## src/rtl/keymenu_pkg.sv

```systemverilog
package keymenu_pkg;

    typedef enum logic [1:0] {
        SCR_HOME = 2'd0,
        SCR_EDIT = 2'd1,
        SCR_CAL  = 2'd2
    } screen_e;

    typedef enum logic [1:0] {
        DB_UP,
        DB_CHK_DN,
        DB_DOWN,
        DB_CHK_UP
    } db_state_e;

    localparam int NUM_KEYS = 4;
    localparam int K_ENTER  = 0;
    localparam int K_INC    = 1;
    localparam int K_DEC    = 2;
    localparam int K_HOME   = 3;

endpackage

```

## src/rtl/key_confirm.sv

```systemverilog
module key_confirm
    import keymenu_pkg::*;
#(
    parameter int DLY_CYC     = 500000,
    parameter int SYNC_STAGES = 2
) (
    input  logic clk,
    input  logic rst_n,
    input  logic key_n,
    output logic press_o
);
    localparam int CW = (DLY_CYC > 1) ? $clog2(DLY_CYC) : 1;
    localparam logic [CW-1:0] CNT_LAST = CW'(DLY_CYC - 1);

    typedef struct packed {
        logic [SYNC_STAGES-1:0] sync;
        db_state_e              state;
        logic [CW-1:0]          cnt;
        logic                   press;
    } kc_t;

    kc_t r_d, r_q;
    logic lvl;

    assign lvl = r_q.sync[SYNC_STAGES-1];

    always_comb begin
        r_d       = r_q;
        r_d.sync  = {r_q.sync[SYNC_STAGES-2:0], key_n};
        r_d.press = 1'b0;
        unique case (r_q.state)
            DB_UP: begin
                if (!lvl) begin
                    r_d.state = DB_CHK_DN;
                    r_d.cnt   = '0;
                end
            end
            DB_CHK_DN: begin
                if (r_q.cnt == CNT_LAST) begin
                    if (!lvl) begin
                        r_d.state = DB_DOWN;
                        r_d.press = 1'b1;
                    end else begin
                        r_d.state = DB_UP;
                    end
                end else begin
                    r_d.cnt = r_q.cnt + 1'b1;
                end
            end
            DB_DOWN: begin
                if (lvl) begin
                    r_d.state = DB_CHK_UP;
                    r_d.cnt   = '0;
                end
            end
            DB_CHK_UP: begin
                if (r_q.cnt == CNT_LAST) begin
                    r_d.state = lvl ? DB_UP : DB_DOWN;
                end else begin
                    r_d.cnt = r_q.cnt + 1'b1;
                end
            end
            default: r_d.state = DB_UP;
        endcase
    end

    always_ff @(posedge clk or negedge rst_n) begin
        if (!rst_n) begin
            r_q.sync  <= '1;
            r_q.state <= DB_UP;
            r_q.cnt   <= '0;
            r_q.press <= 1'b0;
        end else begin
            r_q <= r_d;
        end
    end

    assign press_o = r_q.press;

    AST_PRESS_AFTER_LOW: assert property (@(posedge clk) disable iff (!rst_n)
        r_q.press |-> !$past(lvl));
    AST_PRESS_ONE_CYCLE: assert property (@(posedge clk) disable iff (!rst_n)
        r_q.press |=> !r_q.press);
    AST_RELEASE_ON_HIGH: assert property (@(posedge clk) disable iff (!rst_n)
        (r_q.state == DB_UP && $past(r_q.state) == DB_CHK_UP) |-> $past(lvl));

endmodule

```

## src/rtl/key_priority.sv

```systemverilog
module key_priority
    import keymenu_pkg::*;
(
    input  logic [NUM_KEYS-1:0] press,
    output logic [NUM_KEYS-1:0] grant
);
    always_comb begin
        grant = '0;
        for (int i = NUM_KEYS - 1; i >= 0; i--) begin
            if (press[i] && grant == '0) grant[i] = 1'b1;
        end
    end
endmodule

```

## src/rtl/menu_fsm.sv

```systemverilog
module menu_fsm
    import keymenu_pkg::*;
#(
    parameter int SET_W    = 8,
    parameter int SET_MIN  = 0,
    parameter int SET_MAX  = 200,
    parameter int SET_INIT = 50
) (
    input  logic                clk,
    input  logic                rst_n,
    input  logic [NUM_KEYS-1:0] grant,
    output screen_e             screen_o,
    output logic [SET_W-1:0]    set_o,
    output logic                chg_o
);
    localparam logic [SET_W-1:0] LIM_LO = SET_W'(SET_MIN);
    localparam logic [SET_W-1:0] LIM_HI = SET_W'(SET_MAX);
    localparam logic [SET_W-1:0] START  = SET_W'(SET_INIT);

    typedef struct packed {
        screen_e          scr;
        logic [SET_W-1:0] set;
        logic             chg;
    } mf_t;

    mf_t m_d, m_q;

    always_comb begin
        m_d     = m_q;
        m_d.chg = 1'b0;
        if (grant[K_HOME]) begin
            m_d.scr = SCR_HOME;
        end else if (grant[K_DEC]) begin
            if (m_q.scr == SCR_EDIT && m_q.set > LIM_LO) begin
                m_d.set = m_q.set - 1'b1;
                m_d.chg = 1'b1;
            end
        end else if (grant[K_INC]) begin
            if (m_q.scr == SCR_EDIT && m_q.set < LIM_HI) begin
                m_d.set = m_q.set + 1'b1;
                m_d.chg = 1'b1;
            end
        end else if (grant[K_ENTER]) begin
            if (m_q.scr == SCR_HOME)      m_d.scr = SCR_EDIT;
            else if (m_q.scr == SCR_EDIT) m_d.scr = SCR_CAL;
        end
    end

    always_ff @(posedge clk or negedge rst_n) begin
        if (!rst_n) begin
            m_q.scr <= SCR_HOME;
            m_q.set <= START;
            m_q.chg <= 1'b0;
        end else begin
            m_q <= m_d;
        end
    end

    assign screen_o = m_q.scr;
    assign set_o    = m_q.set;
    assign chg_o    = m_q.chg;

    AST_SET_IN_RANGE: assert property (@(posedge clk) disable iff (!rst_n)
        m_q.set >= LIM_LO && m_q.set <= LIM_HI);
    AST_STEP_OF_ONE: assert property (@(posedge clk) disable iff (!rst_n)
        m_q.chg |-> (m_q.set == $past(m_q.set) + 1'b1 || m_q.set == $past(m_q.set) - 1'b1));
    AST_NO_SILENT_CHANGE: assert property (@(posedge clk) disable iff (!rst_n)
        !$stable(m_q.set) |-> m_q.chg);
    AST_EDIT_ONLY: assert property (@(posedge clk) disable iff (!rst_n)
        m_q.chg |-> $past(m_q.scr) == SCR_EDIT);
    AST_HOME_KEY: assert property (@(posedge clk) disable iff (!rst_n)
        grant[K_HOME] |=> m_q.scr == SCR_HOME);
    AST_CAL_HOLDS: assert property (@(posedge clk) disable iff (!rst_n)
        (m_q.scr == SCR_CAL && !grant[K_HOME]) |=> m_q.scr == SCR_CAL);
    AST_SCREEN_LEGAL: assert property (@(posedge clk) disable iff (!rst_n)
        m_q.scr != 2'd3);

endmodule

```

## src/rtl/keypad_menu.sv

```systemverilog
module keypad_menu
    import keymenu_pkg::*;
#(
    parameter int DLY_CYC  = 500000,
    parameter int SET_W    = 8,
    parameter int SET_MIN  = 0,
    parameter int SET_MAX  = 200,
    parameter int SET_INIT = 50
) (
    input  logic             clk,
    input  logic             rst_n,
    input  logic [3:0]       key_n,
    output logic [1:0]       screen,
    output logic [SET_W-1:0] setpoint,
    output logic             setpoint_chg
);
    logic [NUM_KEYS-1:0] press_vec;
    logic [NUM_KEYS-1:0] grant_vec;
    screen_e             scr;

    generate
        for (genvar k = 0; k < NUM_KEYS; k++) begin : g_key
            key_confirm #(
                .DLY_CYC    (DLY_CYC),
                .SYNC_STAGES(2)
            ) u_kc (
                .clk    (clk),
                .rst_n  (rst_n),
                .key_n  (key_n[k]),
                .press_o(press_vec[k])
            );
        end
    endgenerate

    key_priority u_prio (
        .press(press_vec),
        .grant(grant_vec)
    );

    menu_fsm #(
        .SET_W   (SET_W),
        .SET_MIN (SET_MIN),
        .SET_MAX (SET_MAX),
        .SET_INIT(SET_INIT)
    ) u_menu (
        .clk     (clk),
        .rst_n   (rst_n),
        .grant   (grant_vec),
        .screen_o(scr),
        .set_o   (setpoint),
        .chg_o   (setpoint_chg)
    );

    assign screen = scr;

    AST_HOME_WINS: assert property (@(posedge clk) disable iff (!rst_n)
        press_vec[K_HOME] |=> screen == 2'd0);
    AST_PRESS_GATES_CHANGE: assert property (@(posedge clk) disable iff (!rst_n)
        setpoint_chg |-> $past(press_vec[K_INC] || press_vec[K_DEC]));

endmodule

```

## config.mk

```make
export PLATFORM = sky130hd
export DESIGN_NAME = keypad_menu
export DESIGN_NICKNAME = d
export VERILOG_FILES = /design/src/rtl/keymenu_pkg.sv /design/src/rtl/key_confirm.sv /design/src/rtl/key_priority.sv /design/src/rtl/menu_fsm.sv /design/src/rtl/keypad_menu.sv
export SDC_FILE = /design/constraint.sdc
export NUM_CORES = 1
export LEC_CHECK = 0
export BUFFER_PORTS_ARGS = -buffer_cell sky130_fd_sc_hd__buf_4
export CORE_ASPECT_RATIO = 0.9
export CORE_UTILIZATION = 40
export CTS_CLUSTER_SIZE = 40
export DETAILED_ROUTE_END_ITERATION = 6
export HOLD_SLACK_MARGIN = 0.06
export PLACE_DENSITY = 0.52
export SYNTH_ARGS = -nofsm -noshare
export SYNTH_HDL_FRONTEND = slang
export SYNTH_SLANG_ARGS = --single-unit
```

## constraint.sdc

```tcl
create_clock -name clk -period 4.4 [get_ports clk]
set_clock_uncertainty 0.1 [all_clocks]
set_input_delay 1.32 -clock clk [delete_from_list [all_inputs] [get_ports clk]]
set_output_delay 1.32 -clock clk [all_outputs]
set_load 0.005 [all_outputs]
```

==> Word level (Yosys, flattened, before mapping) <==
Index checks and enable logic that the tools add are counted.
{ "op_classes": {"n_addsub": 6, "order_cmp": 2, "n_eq_ne": 36, "n_mux": 51, "bitwise_logic": 1, "reduce_logical": 30} }
{ "ops": {"columns": ["operator", "count"], "rows": [
  ["21-bit case mux with 3 select lines", 4],
  ["21-bit 2-to-1 mux", 8],
  ["19-bit by 1-bit adder with 19-bit output (second input constant)", 4],
  ["19-bit == test (second input constant)", 4],
  ["19-bit 2-to-1 mux", 4],
  ["9-bit 2-to-1 mux", 4],
  ["2-bit 2-to-1 mux", 14],
  ["3-bit AND reduction", 8],
  ["2-bit by 1-bit inequality test with 1-bit output (second input constant)", 11],
  ["1-bit 2-to-1 mux", 17],
  ["2-bit == test (second input constant)", 8],
  ["2-bit inequality test (second input constant)", 8],
  ["2-bit logical NOT", 6],
  ["2-bit by 1-bit == test with 1-bit output (second input constant)", 5],
  ["8-bit by 1-bit adder with 8-bit output (second input constant)", 1],
  ["8-bit by 1-bit > comparator with 1-bit output (second input constant)", 1],
  ["8-bit < comparator (second input constant)", 1],
  ["4-bit AND reduction", 2],
  ["2-bit OR reduction", 4],
  ["8-bit by 1-bit subtractor with 8-bit output (second input constant)", 1],
  ["2-bit nonzero test", 3],
  ["1-bit logical AND", 5],
  ["3-bit logical NOT", 1],
  ["3-bit nonzero test", 1],
  ["1-bit NOT", 1]
]} }
{ "totals": {"regBits": 107, "inputBits": 6, "output_inout_bits": 11, "wordCells": 145} }

==> Longest topological paths before layout <==
Gate-level depths: netlist of run 1.
{ "depth": {"word_depth": 14, "ltp_mapped": 8, "depth_no_buf": 7} }

==> Cells and area by module <==
Synthesis of run 1 repeated with hierarchy kept, for this count alone.
{ "hier_totals": {"cells_unflattened": 568, "hier_area_um2": 5763.0} }
{ "by_module_without_submodules": {"columns": ["module", "instances", "cells_per_inst", "area_each_um2", "seq_area_each_um2"], "rows": [
  ["key_confirm", 4, 116, 1211.2, 603.1],
  ["menu_fsm", 1, 100, 882.1, 279.0],
  ["key_priority", 1, 4, 36.3, 0.0]
]} }

==> Worst setup path after synthesis of run 1 <==
No wires, ideal clock.
{ "synth_timing": {"path_type": "register -> register", "startpoint": "register g_key[1].u_kc.r_q[1] in the netlist's numbering", "endpoint": "register g_key[1].u_kc.r_q[19] in the netlist's numbering", "setup_ps": 78, "arrival_ps": 1950, "required_ps": 4222, "path_slack_ps": 2272, "path_stages_with_launch": 8, "n_path_buf": 1, "period_less_slack_ps": 2128, "path_cell_list": "dfrtp_1 -> ha_1 -> and4_1 -> and3_1 -> a21o_1 -> clkbuf_1 -> or4_1 -> a21oi_1"} }
{ "synth_via": {"elab_chain_cells": 3, "elab_cells_between_ends": 6, "classes_between": "add/sub (1); eq/ne (2); mux (2); reduce/logical (1)"} }
{ "synth_lines": {"columns": ["element", "line", "source"], "rows": [
  ["start, declared", "key_confirm.sv:22", "kc_t r_d, r_q;"],
  ["start signal, assigned", "key_confirm.sv:74", "r_q <= r_d;"],
  ["19-bit by 1-bit adder with 19-bit output or 19-bit == test (tied branches)", null, null],
  ["19-bit 2-to-1 mux or 2-bit inequality test (tied branches)", null, null],
  ["21-bit case mux with 3 select lines or 3-bit AND reduction (tied branches)", null, null]
]} }
Parallel ways exist; a longest one is shown, timed or not. The select of a mux whose other input is x is not followed.
A chain may end at the register's enable or synchronous reset.

==> Worst setup path after layout of run 1 <==
{ "layout_timing": {"startpoint": "register g_key[3].u_kc.r_q, in the netlist g_key[3].u_kc.lvl", "endpoint": "register g_key[3].u_kc.r_q[12] in the netlist's numbering"} }
{ "layout_via": {"elab_chain_cells": 2, "elab_cells_between_ends": 3, "classes_between": "eq/ne (2); reduce/logical (1)"} }
{ "layout_lines": {"columns": ["element", "line"], "rows": [
  ["start, declared", "key_confirm.sv:22"],
  ["start signal, assigned", "key_confirm.sv:74"],
  ["2-bit by 1-bit inequality test with 1-bit output (no line) or 2-bit inequality test (tied branches)", null],
  ["3-bit AND reduction (no line) *", null]
]} }
Every way passes the cells marked *; elsewhere a longest branch is shown, timed or not.

==> results of run 1 <==
final timing paths:
check	end	cells past startpoint	slack, ns	start
min	g_key[1].u_kc.lvl$_DFF_PN1_	0	0.26	g_key[1].u_kc.r_d[23]$_DFF_PN1_
max reg2reg	g_key[3].u_kc.r_q[12]$_DFFE_PN0P_	5	1.77	g_key[3].u_kc.lvl$_DFF_PN1_
max	g_key[3].u_kc.r_q[12]$_DFFE_PN0P_	5	1.77	g_key[3].u_kc.lvl$_DFF_PN1_
max in group asynchronous	g_key[3].u_kc.r_d[23]$_DFF_PN1_	2	2.48	rst_n
min in group asynchronous	u_menu.set_o[0]$_DFFE_PN0P_	1	0.93	rst_n
min reg2reg	g_key[1].u_kc.lvl$_DFF_PN1_	0	0.26	g_key[1].u_kc.r_d[23]$_DFF_PN1_
cell families (layout without fill, tap and decap cells):
group	count (synthesis)	after routing	share of synthesized area, %
DFF	107	107	47.3
muxes	7	7	1.23
adders and majority gates	7	7	1.54
and+or+nand+nor	265	265	25.6
xor gates and xnor gates	26	26	4.00
buffers and inverters	45	59	3.52
AOI/OAI and AO/OA	135	135	16.8
metrics by stage:
step                utilization (%)  power, W  instance area (µm²)  setup slack (ns)  instances
floorplan                         -   0.00101                 5690              2.27        592
global placement               43.8   0.00104                 5960              1.90        779
detailed placement             43.8   0.00104                 5960              1.80        779
CTS                            46.0   0.00189                 6270              1.76        795
global route                   46.0   0.00193                 6270              1.59        795
finish                         46.0   0.00185                 6270              1.77        795
layout make-up:
class | instances | area [µm²]
clock inverters | 5 | 62.6
multi-input cells | 440 | 2800
flip-flops and latches | 107 | 2690
fillers | 1298 | 7340
inverters | 26 | 97.6
repair buffers | 17 | 140
well taps | 189 | 236
clock buffers | 11 | 243
routing by layer:
metal | share of wire, % | vias to the layer above | GRT usage (%) | routed length (µm)
met3 | 3.3 | 14 | 4.37 | 402
met5 | 0 | - | 0 | 0
met2 | 46 | 70 | 28.7 | 5520
met4 | 1.2 | 0 | 5.33 | 148
met1 | 50 | 2142 | 24.2 | 6040
li1 | - | 2209 | - | -
cell usage after synthesis (8+ instances only):
cell type and number:
sky130_fd_sc_hd__o31ai_1 20, sky130_fd_sc_hd__nor2_1 34, sky130_fd_sc_hd__dfstp_2 11, sky130_fd_sc_hd__dfrtp_1 96
sky130_fd_sc_hd__or3_1 12, sky130_fd_sc_hd__nand3_1 37, sky130_fd_sc_hd__a21oi_1 36, sky130_fd_sc_hd__xor2_1 8
sky130_fd_sc_hd__o211ai_1 9, sky130_fd_sc_hd__o21ai_0 26, sky130_fd_sc_hd__xnor2_1 18, sky130_fd_sc_hd__and3_1 10
sky130_fd_sc_hd__clkbuf_1 11, sky130_fd_sc_hd__a31oi_1 8, sky130_fd_sc_hd__nand2_1 62, sky130_fd_sc_hd__or4_1 19
sky130_fd_sc_hd__nand2b_1 9, sky130_fd_sc_hd__inv_1 26, sky130_fd_sc_hd__nand4_1 14, sky130_fd_sc_hd__nor4b_1 11
sky130_fd_sc_hd__nor3_1 18
report_power, final:
part | total (W) | internal (W) | switching, W
logic | 0.0000281 | 0.00000626 | 0.0000218
registers | 0.000992 | 0.000990 | 0.00000243
clock network | 0.000830 | 0.000459 | 0.000371
flip-flops by register name, indices dropped and copies added (netlist names), named ones only:
signal / cells
g_key.u_kc.r_q: 80
g_key.u_kc.r_d: 4
g_key.u_kc.lvl: 4
u_menu.screen_o: 2
u_menu.set_o: 8
g_key.u_kc.press_o: 4
u_menu.chg_o: 1
==> out/results.txt, run 1 <==
Global Route Usage Sum -> 17.9%
Clock Path Buffers -> 2
Cell variety after synth -> 65
Crit. End Element -> flop
1st-pass router iterations -> 4
crit-path max cell delay -> 0.77 ns
Crit-path slowest cell -> sky130_fd_sc_hd__nor2b_1
via count of the first global-routing pass -> 4,294
width of the die -> 128 µm
cell accounting for the most synthesized area -> sky130_fd_sc_hd__dfrtp_1
number of routed nets with antenna violations -> 0
path type of the worst setup path -> reg2reg
boundary pin count -> 17
via density per instance -> 5.58
clock root buffer -> sky130_fd_sc_hd__clkbuf_16
placer congestion estimate -> 0.836
initial antenna violation count -> 0
insertion delay of the later-clocked pin in the worst-skew pair -> 0.35 ns
commonest cells after routing, fill and taps aside -> 96 x sky130_fd_sc_hd__dfrtp_1, 62 x sky130_fd_sc_hd__nand2_1, 37 x sky130_fd_sc_hd__nand3_1
detailed-placement wirelength estimate -> 8280 µm
Hold-fix buffers, CTS -> 0
arrival time of the worst setup path -> 2.80 ns
synthesized netlist net count -> 605
power density over the cells -> 295 mW/mm²
postcts setup bufs -> 0
Routed WL per cell -> 15.2 µm
total negative slack for setup checks -> 0 ns
kind of cell adding the most delay to the critical path -> simple AND/OR/NAND/NOR gates
number of cells upsized or downsized after cts -> 0
RSZ-0062 raised after global routing -> no
pin slew with the least headroom to its limit -> 0.935 ns
Post-layout nets -> 614
normalized max-slew margin -> 37.6%
combined buffer and inverter count along the critical path -> 0
worst min-delay path class -> reg2reg
cell-by-cell trace of the critical path -> xnor2_1 > nor2b_1 > o311ai_4 > or4_1 > a21oi_1
effective utilization at floorplan -> 41.8%
static leakage -> 2.53 nW
register area share after synthesis -> 47.3%
share of the cycle needed by the critical path after routing -> 59.8%
area share of the largest cell type after synthesis -> 42.2%
count of flip-flops with a built-in enable after synthesis -> 0
result of the run -> complete, no violations
CTS clk-pin slew, worst paths -> 0.07 ns
# H-tree levels -> 3
synthesized cell area -> 0.00569 mm²
maximum fanout encountered on the critical timing path -> 11
number of warnings reported in the yosys synthesis log -> 0
number of violations reported at the end of detailed-routing iteration 0 -> 267
endpoint required time on the critical path -> 4.57 ns
Avg Synthesized Cell Area -> 9.61 µm²
total number of clock tree sinks -> 107
Final Hold Violating Endpoints -> 0
share of flip-flops with an asynchronous set or reset -> 100%
TritonCTS clock tree -> yes
main area contributors after synthesis -> sky130_fd_sc_hd__dfrtp_1 42%, sky130_fd_sc_hd__dfstp_2 5.1%, sky130_fd_sc_hd__nand2_1 4.1%, sky130_fd_sc_hd__nand3_1 3.3%, sky130_fd_sc_hd__a21oi_1 3.2%
fraction of layout instances using a drive strength above 1 -> 11.4%
setup violation total in the final timing report -> 0
count of vias placed by the detailed router -> 4,435
number of instances in the synthesized netlist -> 592
Most used DFF post-synth -> sky130_fd_sc_hd__dfrtp_1
maximum number of pins on one net before global-route repair -> 57
total of buffers placed on input and output ports -> 16
sum of overflow across all layers after global routing -> 0
max-slew violation count -> 0
minimum hold slack -> 0.256 ns
Tmin final -> 2.63 ns
flops & latches, synth -> 107
final wirelength -> 12,100 µm
residual DRC count -> 0
area added between synthesis and finish -> 10.2%
area of the die -> 0.0147 mm²
diode insertion count for antenna repair -> 0
Cell Rows -> 40
Worst setup SP type -> flop
core box area -> 0.0136 mm²
global-route wire length before repair -> 20,900 µm
Peak VDD IR -> 0.000189 V
DIE HEIGHT -> 115 µm
Num CTS Buffers -> 9
timing-limited maximum frequency -> 380 MHz
Max Cap Viol -> 0
most frequent standard cell in the layout excluding fill and tap cells -> sky130_fd_sc_hd__dfrtp_1
No activity file was read; power rests on OpenSTA's default activity.
==> inputs of run 2 (changes only) <==
Settings changed: PLACE_DENSITY 0.52 to 0.54.
Clock period 4.4 ns to 2.4 ns, I/O delays scaled along.
==> run 2 against run 1 <==
Critical path type unchanged. Global-route usage increased by 0.27 points. Critical path depth increased by 1. Count of clock-buffer cells in the layout increased by 2. Worst hold slack got worse by 0.13 ns. Via count increased by 2.4%. Register-to-register slack got worse by 1.6 ns. Fmax increased by 17%.
==> out/results.txt, run 2 (synthesized netlist as in run 1, its figures left out) <==
pin slew with the least headroom to its limit -> 0.627 ns (-0.308 ns)
Crit. End Element -> flop
1st-pass router iterations -> 4 (unchanged)
RSZ-0062 raised after global routing -> no
Clock Path Buffers -> 2 (unchanged)
Num CTS Buffers -> 9 (unchanged)
clock root buffer -> sky130_fd_sc_hd__clkbuf_16
reg-to-reg setup timing slack -> 0.15 ns (-1.62 ns)
area added between synthesis and finish -> 13.7%
static leakage -> 2.67 nW (+5.6%)
commonest cells after routing, fill and taps aside -> 96 x sky130_fd_sc_hd__dfrtp_1, 62 x sky130_fd_sc_hd__nand2_1, 42 x sky130_fd_sc_hd__buf_4
final wirelength -> 12,300 µm (+1.9%)
max reg flops -> 80 (unchanged)
max-slew violation count -> 0 (unchanged)
normalized max-slew margin -> 58.0% (+20 points)
total negative slack for setup checks -> 0 ns (unchanged)
residual DRC count -> 0 (unchanged)
power density over the cells -> 515 mW/mm² (+74%)
largest register by flop count -> g_key.u_kc.r_q
Global Route Usage Sum -> 18.2% (+0.27 points)
postcts setup bufs -> 0 (unchanged)
maximum number of pins on one net before global-route repair -> 51 (-11%)
insertion delay of the later-clocked pin in the worst-skew pair -> 0.35 ns (about the same)
Peak VDD IR -> 0.000336 V (+78%)
share of the cycle needed by the critical path after routing -> 93.8% (+34 points)
most frequent standard cell in the layout excluding fill and tap cells -> sky130_fd_sc_hd__dfrtp_1
effective utilization at floorplan -> 41.8% (unchanged)
via count of the first global-routing pass -> 4,250 (-1.0%)
number of routed nets with antenna violations -> 0 (unchanged)
DIE HEIGHT -> 115 µm (unchanged)
worst min-delay path class -> in2async
Max Cap Viol -> 0 (unchanged)
via density per instance -> 5.52 (-0.97%)
Post-layout nets -> 641 (+4.4%)
# H-tree levels -> 3 (unchanged)
CTS clk-pin slew, worst paths -> 0.07 ns (about the same)
Tmin final -> 2.25 ns (-0.379 ns)
detailed-placement wirelength estimate -> 8720 µm (+5.3%)
total of buffers placed on input and output ports -> 16 (unchanged)
crit-path max cell delay -> 0.52 ns (-0.25 ns)
placer congestion estimate -> 0.804 (-3.8%)
count of vias placed by the detailed router -> 4,541 (+2.4%)
TritonCTS clock tree -> yes
Worst setup SP type -> flop
cell-by-cell trace of the critical path -> or4_1 > or3_4 > o21ai_4 > buf_4 > nand2_1 > o211ai_2
width of the die -> 128 µm (unchanged)
Final Hold Violating Endpoints -> 0 (unchanged)
number of cells upsized or downsized after cts -> 0 (unchanged)
area of the die -> 0.0147 mm² (unchanged)
final core occ -> 47.5% (+1.5 points)
global-route wire length before repair -> 21,200 µm (+1.3%)
kind of cell adding the most delay to the critical path -> simple AND/OR/NAND/NOR gates
number of violations reported at the end of detailed-routing iteration 0 -> 269 (+0.75%)
boundary pin count -> 17 (unchanged)
diode insertion count for antenna repair -> 0 (unchanged)
initial antenna violation count -> 0 (unchanged)
Cell Rows -> 40 (unchanged)
timing-limited maximum frequency -> 444 MHz (+17%)
Crit-path slowest cell -> sky130_fd_sc_hd__or4_1
endpoint required time on the critical path -> 2.58 ns (-1.99 ns)
path type of the worst setup path -> reg2reg
arrival time of the worst setup path -> 2.43 ns (-0.37 ns)
setup violation total in the final timing report -> 0 (unchanged)
Routed WL per cell -> 15.0 µm (-1.5%)
sum of overflow across all layers after global routing -> 0 (unchanged)
Hold-fix buffers, CTS -> 0 (unchanged)
combined buffer and inverter count along the critical path -> 1 (+1)
result of the run -> complete, no violations
fraction of layout instances using a drive strength above 1 -> 15.2% (+3.8 points)
total number of clock tree sinks -> 107 (unchanged)
maximum fanout encountered on the critical timing path -> 10 (-1)
core box area -> 0.0136 mm² (unchanged)
[run 2: cell types whose count changed in the layout (fill, tap and decap cells not counted)]
cell | before | now
sky130_fd_sc_hd__clkbuf_8 | 1 | 3
sky130_fd_sc_hd__buf_4 | 16 | 42
sky130_fd_sc_hd__clkinv_2 | 0 | 1
sky130_fd_sc_hd__clkinvlp_4 | 2 | 1
sky130_fd_sc_hd__buf_12 | 1 | 2
sky130_fd_sc_hd__clkinv_4 | 2 | 1
sky130_fd_sc_hd__bufinv_16 | 1 | 0
[run 2: cell type report]
type / instances / area, µm²
timing repair buffer: 44 / 355
multi-input combinational: 440 / 2800
clock inverter: 3 / 21.3
clock buffer: 13 / 270
tap: 189 / 236
inverter: 26 / 97.6
sequential: 107 / 2690
fill: 1339 / 7140
[run 2: final timing paths]
kind                                                  start  cells after the start                                end
min in group clk            g_key[1].u_kc.r_d[23]$_DFF_PN1_                      0        g_key[1].u_kc.lvl$_DFF_PN1_
setup reg to reg           g_key[0].u_kc.r_q[7]$_DFFE_PN0P_                      6   g_key[0].u_kc.r_q[3]$_DFFE_PN0P_
hold / removal                                        rst_n                      1  g_key[2].u_kc.r_q[10]$_DFFE_PN0P_
hold reg to reg             g_key[1].u_kc.r_d[23]$_DFF_PN1_                      0        g_key[1].u_kc.lvl$_DFF_PN1_
setup / recovery           g_key[0].u_kc.r_q[7]$_DFFE_PN0P_                      6   g_key[0].u_kc.r_q[3]$_DFFE_PN0P_
max in group asynchronous                             rst_n                      2        g_key[3].u_kc.lvl$_DFF_PN1_
[run 2: where the power goes]
group	switching [W]	internal (W)
Clock	0.000666	0.000790
Combinational	0.0000410	0.0000149
Sequential	0.00000482	0.00181
[run 2: stage by stage]
stage / instance area (µm²) / power [W] / worst slack [ns] / instances / hold WS [ns]
2_1_floorplan: 5690 / 0.00186 / 0.272 / 592 / 0.245
3_3_place_gp: 6180 / 0.00191 / 0.191 / 806 / 0.246
3_5_place_dp: 6180 / 0.00191 / 0.152 / 806 / 0.248
4_1_cts: 6470 / 0.00340 / 0.147 / 822 / 0.114
5_1_grt: 6470 / 0.00348 / 0.0516 / 822 / 0.114
6_report: 6470 / 0.00333 / 0.149 / 822 / 0.124
[run 2: per-layer routing]
| metal | track usage (%) | routed length, µm | vias to the layer above |
|---|---|---|---|
| li1 | - | - | 2268 |
| met1 | 26.4 | 6380 | 2198 |
| met2 | 27.1 | 5400 | 67 |
| met3 | 4.65 | 454 | 8 |
| met4 | 4.55 | 105 | 0 |
| met5 | 0 | 0 | - |
==> inputs of run 3 (changes only) <==
Settings changed: CORE_UTILIZATION 40 to 25, MAX_ROUTING_LAYER set to met4, PLACE_DENSITY 0.54 to 0.37, REMOVE_ABC_BUFFERS set to 1.
==> run 3 against run 2 <==
Power shrank 0.37%. Flip-flop and latch count is the same. Cell count grew 12%. First-iteration DRC count shrank 27%. Final area grew 2.0%. Via count grew 0.42%. Core utilization shrank 17 points. Fmax shrank 0.95%. Worst setup slack lost 0.022 ns. Combinational power grew 6.6%. Wire length grew 9.9%. Worst hold slack gained 0.084 ns. Critical endpoint is now g_key[3].u_kc.r_q[18]$_DFFE_PN0P_.
==> out/results.txt, run 3 (synthesized netlist as in run 1, its figures left out) <==
max-slew violation count -> 0 (unchanged)
TritonCTS clock tree -> yes
via density per instance -> 4.94 (-11%)
most frequent standard cell in the layout excluding fill and tap cells -> sky130_fd_sc_hd__dfrtp_1
power density over the cells -> 503 mW/mm² (-2.3%)
endpoint required time on the critical path -> 2.53 ns (-0.05 ns)
total number of clock tree sinks -> 107 (unchanged)
count of vias placed by the detailed router -> 4,560 (+0.42%)
path type of the worst setup path -> reg2reg
fraction of layout instances using a drive strength above 1 -> 15.2% (+0.024 points)
Global Route Usage Sum -> 12.4% (-5.8 points)
Crit-path slowest cell -> sky130_fd_sc_hd__nor4b_1
Clock Path Buffers -> 2 (unchanged)
commonest cells after routing, fill and taps aside -> 96 x sky130_fd_sc_hd__dfrtp_1, 62 x sky130_fd_sc_hd__nand2_1, 39 x sky130_fd_sc_hd__buf_4
residual DRC count -> 0 (unchanged)
number of violations reported at the end of detailed-routing iteration 0 -> 196 (-27%)
setup slack after placement -> 0.179 ns (+0.0265 ns)
Cell Rows -> 51 (+28%)
sum of overflow across all layers after global routing -> 0 (unchanged)
Crit. End Element -> flop
static leakage -> 2.65 nW (-0.59%)
Num CTS Buffers -> 9 (unchanged)
area of the die -> 0.0234 mm² (+59%)
insertion delay of the later-clocked pin in the worst-skew pair -> 0.35 ns (about the same)
share of the cycle needed by the critical path after routing -> 94.7% (+0.90 points)
total negative slack for setup checks -> 0 ns (unchanged)
Max Cap Viol -> 0 (unchanged)
normalized max-slew margin -> 55.7% (-2.3 points)
DIE HEIGHT -> 145 µm (+26%)
clock root buffer -> sky130_fd_sc_hd__clkbuf_16
diode insertion count for antenna repair -> 0 (unchanged)
Peak VDD IR -> 0.000308 V (-8.4%)
worst min-delay path class -> in2async
RSZ-0062 raised after global routing -> no
number of cells upsized or downsized after cts -> 0 (unchanged)
area added between synthesis and finish -> 16.0%
result of the run -> complete, no violations
width of the die -> 161 µm (+26%)
timing-limited maximum frequency -> 440 MHz (-0.95%)
Hold-fix buffers, CTS -> 0 (unchanged)
pin slew with the least headroom to its limit -> 0.661 ns (+0.0346 ns)
core box area -> 0.0220 mm² (+61%)
CTS clk-pin slew, worst paths -> 0.08 ns (about the same)
initial antenna violation count -> 0 (unchanged)
multi-input combinational cell area -> 0.00280 mm² (unchanged)
largest register by flop count -> g_key.u_kc.r_q
postcts setup bufs -> 0 (unchanged)
placer congestion estimate -> 0.756 (-6.0%)
FF+latch area -> 0.00269 mm² (unchanged)
smallest setup slack after layout -> 0.127 ns (-0.0216 ns)
1st-pass router iterations -> 4 (unchanged)
# H-tree levels -> 3 (unchanged)
filler cell count in the final layout -> 2,315 (+73%)
cell-by-cell trace of the critical path -> nor4b_1 > or3b_4 > o311ai_4 > nor4_1 > mux2i_1
maximum number of pins on one net before global-route repair -> 40 (-22%)
total of buffers placed on input and output ports -> 16 (unchanged)
crit-path max cell delay -> 0.50 ns (-0.02 ns)
detailed-placement wirelength estimate -> 9550 µm (+9.5%)
maximum fanout encountered on the critical timing path -> 9 (-1)
arrival time of the worst setup path -> 2.40 ns (-0.03 ns)
Tmin final -> 2.27 ns (+0.0216 ns)
via count of the first global-routing pass -> 4,329 (+1.9%)
Routed WL per cell -> 14.7 µm (-2.1%)
Final Hold Violating Endpoints -> 0 (unchanged)
boundary pin count -> 17 (unchanged)
setup violation total in the final timing report -> 0 (unchanged)
effective utilization at floorplan -> 25.9% (-16 points)
Worst setup SP type -> flop
max reg flops -> 80 (unchanged)
global-route wire length before repair -> 22,900 µm (+8.0%)
final wirelength -> 13,600 µm (+9.9%)
Post-layout nets -> 640 (-0.16%)
number of routed nets with antenna violations -> 0 (unchanged)
[run 3: cell types whose count changed in the layout (fill, tap and decap cells not counted), sizes merged]
cell      change
clkbuf        -4
clkinvlp      +2
inv           +2
buf           -1
[run 3: where the power goes]
part	switching (W)	total, W	internal (W)
combinational	0.0000437	0.0000596	0.0000158
clock	0.000731	0.00144	0.000709
sequential	0.00000538	0.00182	0.00181
[run 3: final timing paths]
path                                                   startpoint                                 to  slack, ns  depth (start not counted)
worst max-delay path            g_key[3].u_kc.r_q[13]$_DFFE_PN0P_  g_key[3].u_kc.r_q[18]$_DFFE_PN0P_       0.13                          5
worst min-delay path                                        rst_n  g_key[2].u_kc.r_q[13]$_DFFE_PN0P_       0.21                          1
worst max register to register  g_key[3].u_kc.r_q[13]$_DFFE_PN0P_  g_key[3].u_kc.r_q[18]$_DFFE_PN0P_       0.13                          5
worst min register to register    g_key[0].u_kc.r_d[23]$_DFF_PN1_        g_key[0].u_kc.lvl$_DFF_PN1_       0.26                          0
max in group asynchronous                                   rst_n        u_menu.set_o[1]$_DFFE_PN1P_       1.34                          2
min in group clk                  g_key[0].u_kc.r_d[23]$_DFF_PN1_        g_key[0].u_kc.lvl$_DFF_PN1_       0.26                          0
[run 3: final cells by class]
type,instances,area share [%]
timing repair buffer,43,5.65
multi-input combinational,440,42.4
clock buffer,9,3.41
tap,291,5.52
clock inverter,7,0.758
inverter,26,1.48
sequential,107,40.8
[run 3: routing by layer]
metal	global-route usage (%)	vias up	share of wire, %
met5	-	-	0
met4	2.97	0	0.97
met3	2.32	10	2.6
met2	17.7	47	44
met1	17.8	2241	53
li1	-	2262	-
[run 3: critical path: cells and delay by family (launching register included)]
family | cells | cell delay [ns]
and+or+nand+nor | 3 | 1.10
muxes | 1 | 0.14
DFF | 1 | 0.41
AOI/OAI and AO/OA | 1 | 0.40
[run 3: per-stage QoR]
step / instances / util [%] / hold WS (ns) / total power, W / instance area [µm²]
final: 923 / 30.1 / 0.208 / 0.00332 / 6600
after global routing: 923 / 30.1 / 0.218 / 0.00346 / 6600
after CTS: 923 / 30.1 / 0.212 / 0.00340 / 6600
after detailed placement: 907 / 28.8 / 0.247 / 0.00192 / 6320
after global placement: 907 / 28.8 / 0.247 / 0.00192 / 6320
after floorplan: 573 / - / 0.245 / 0.00186 / 5590
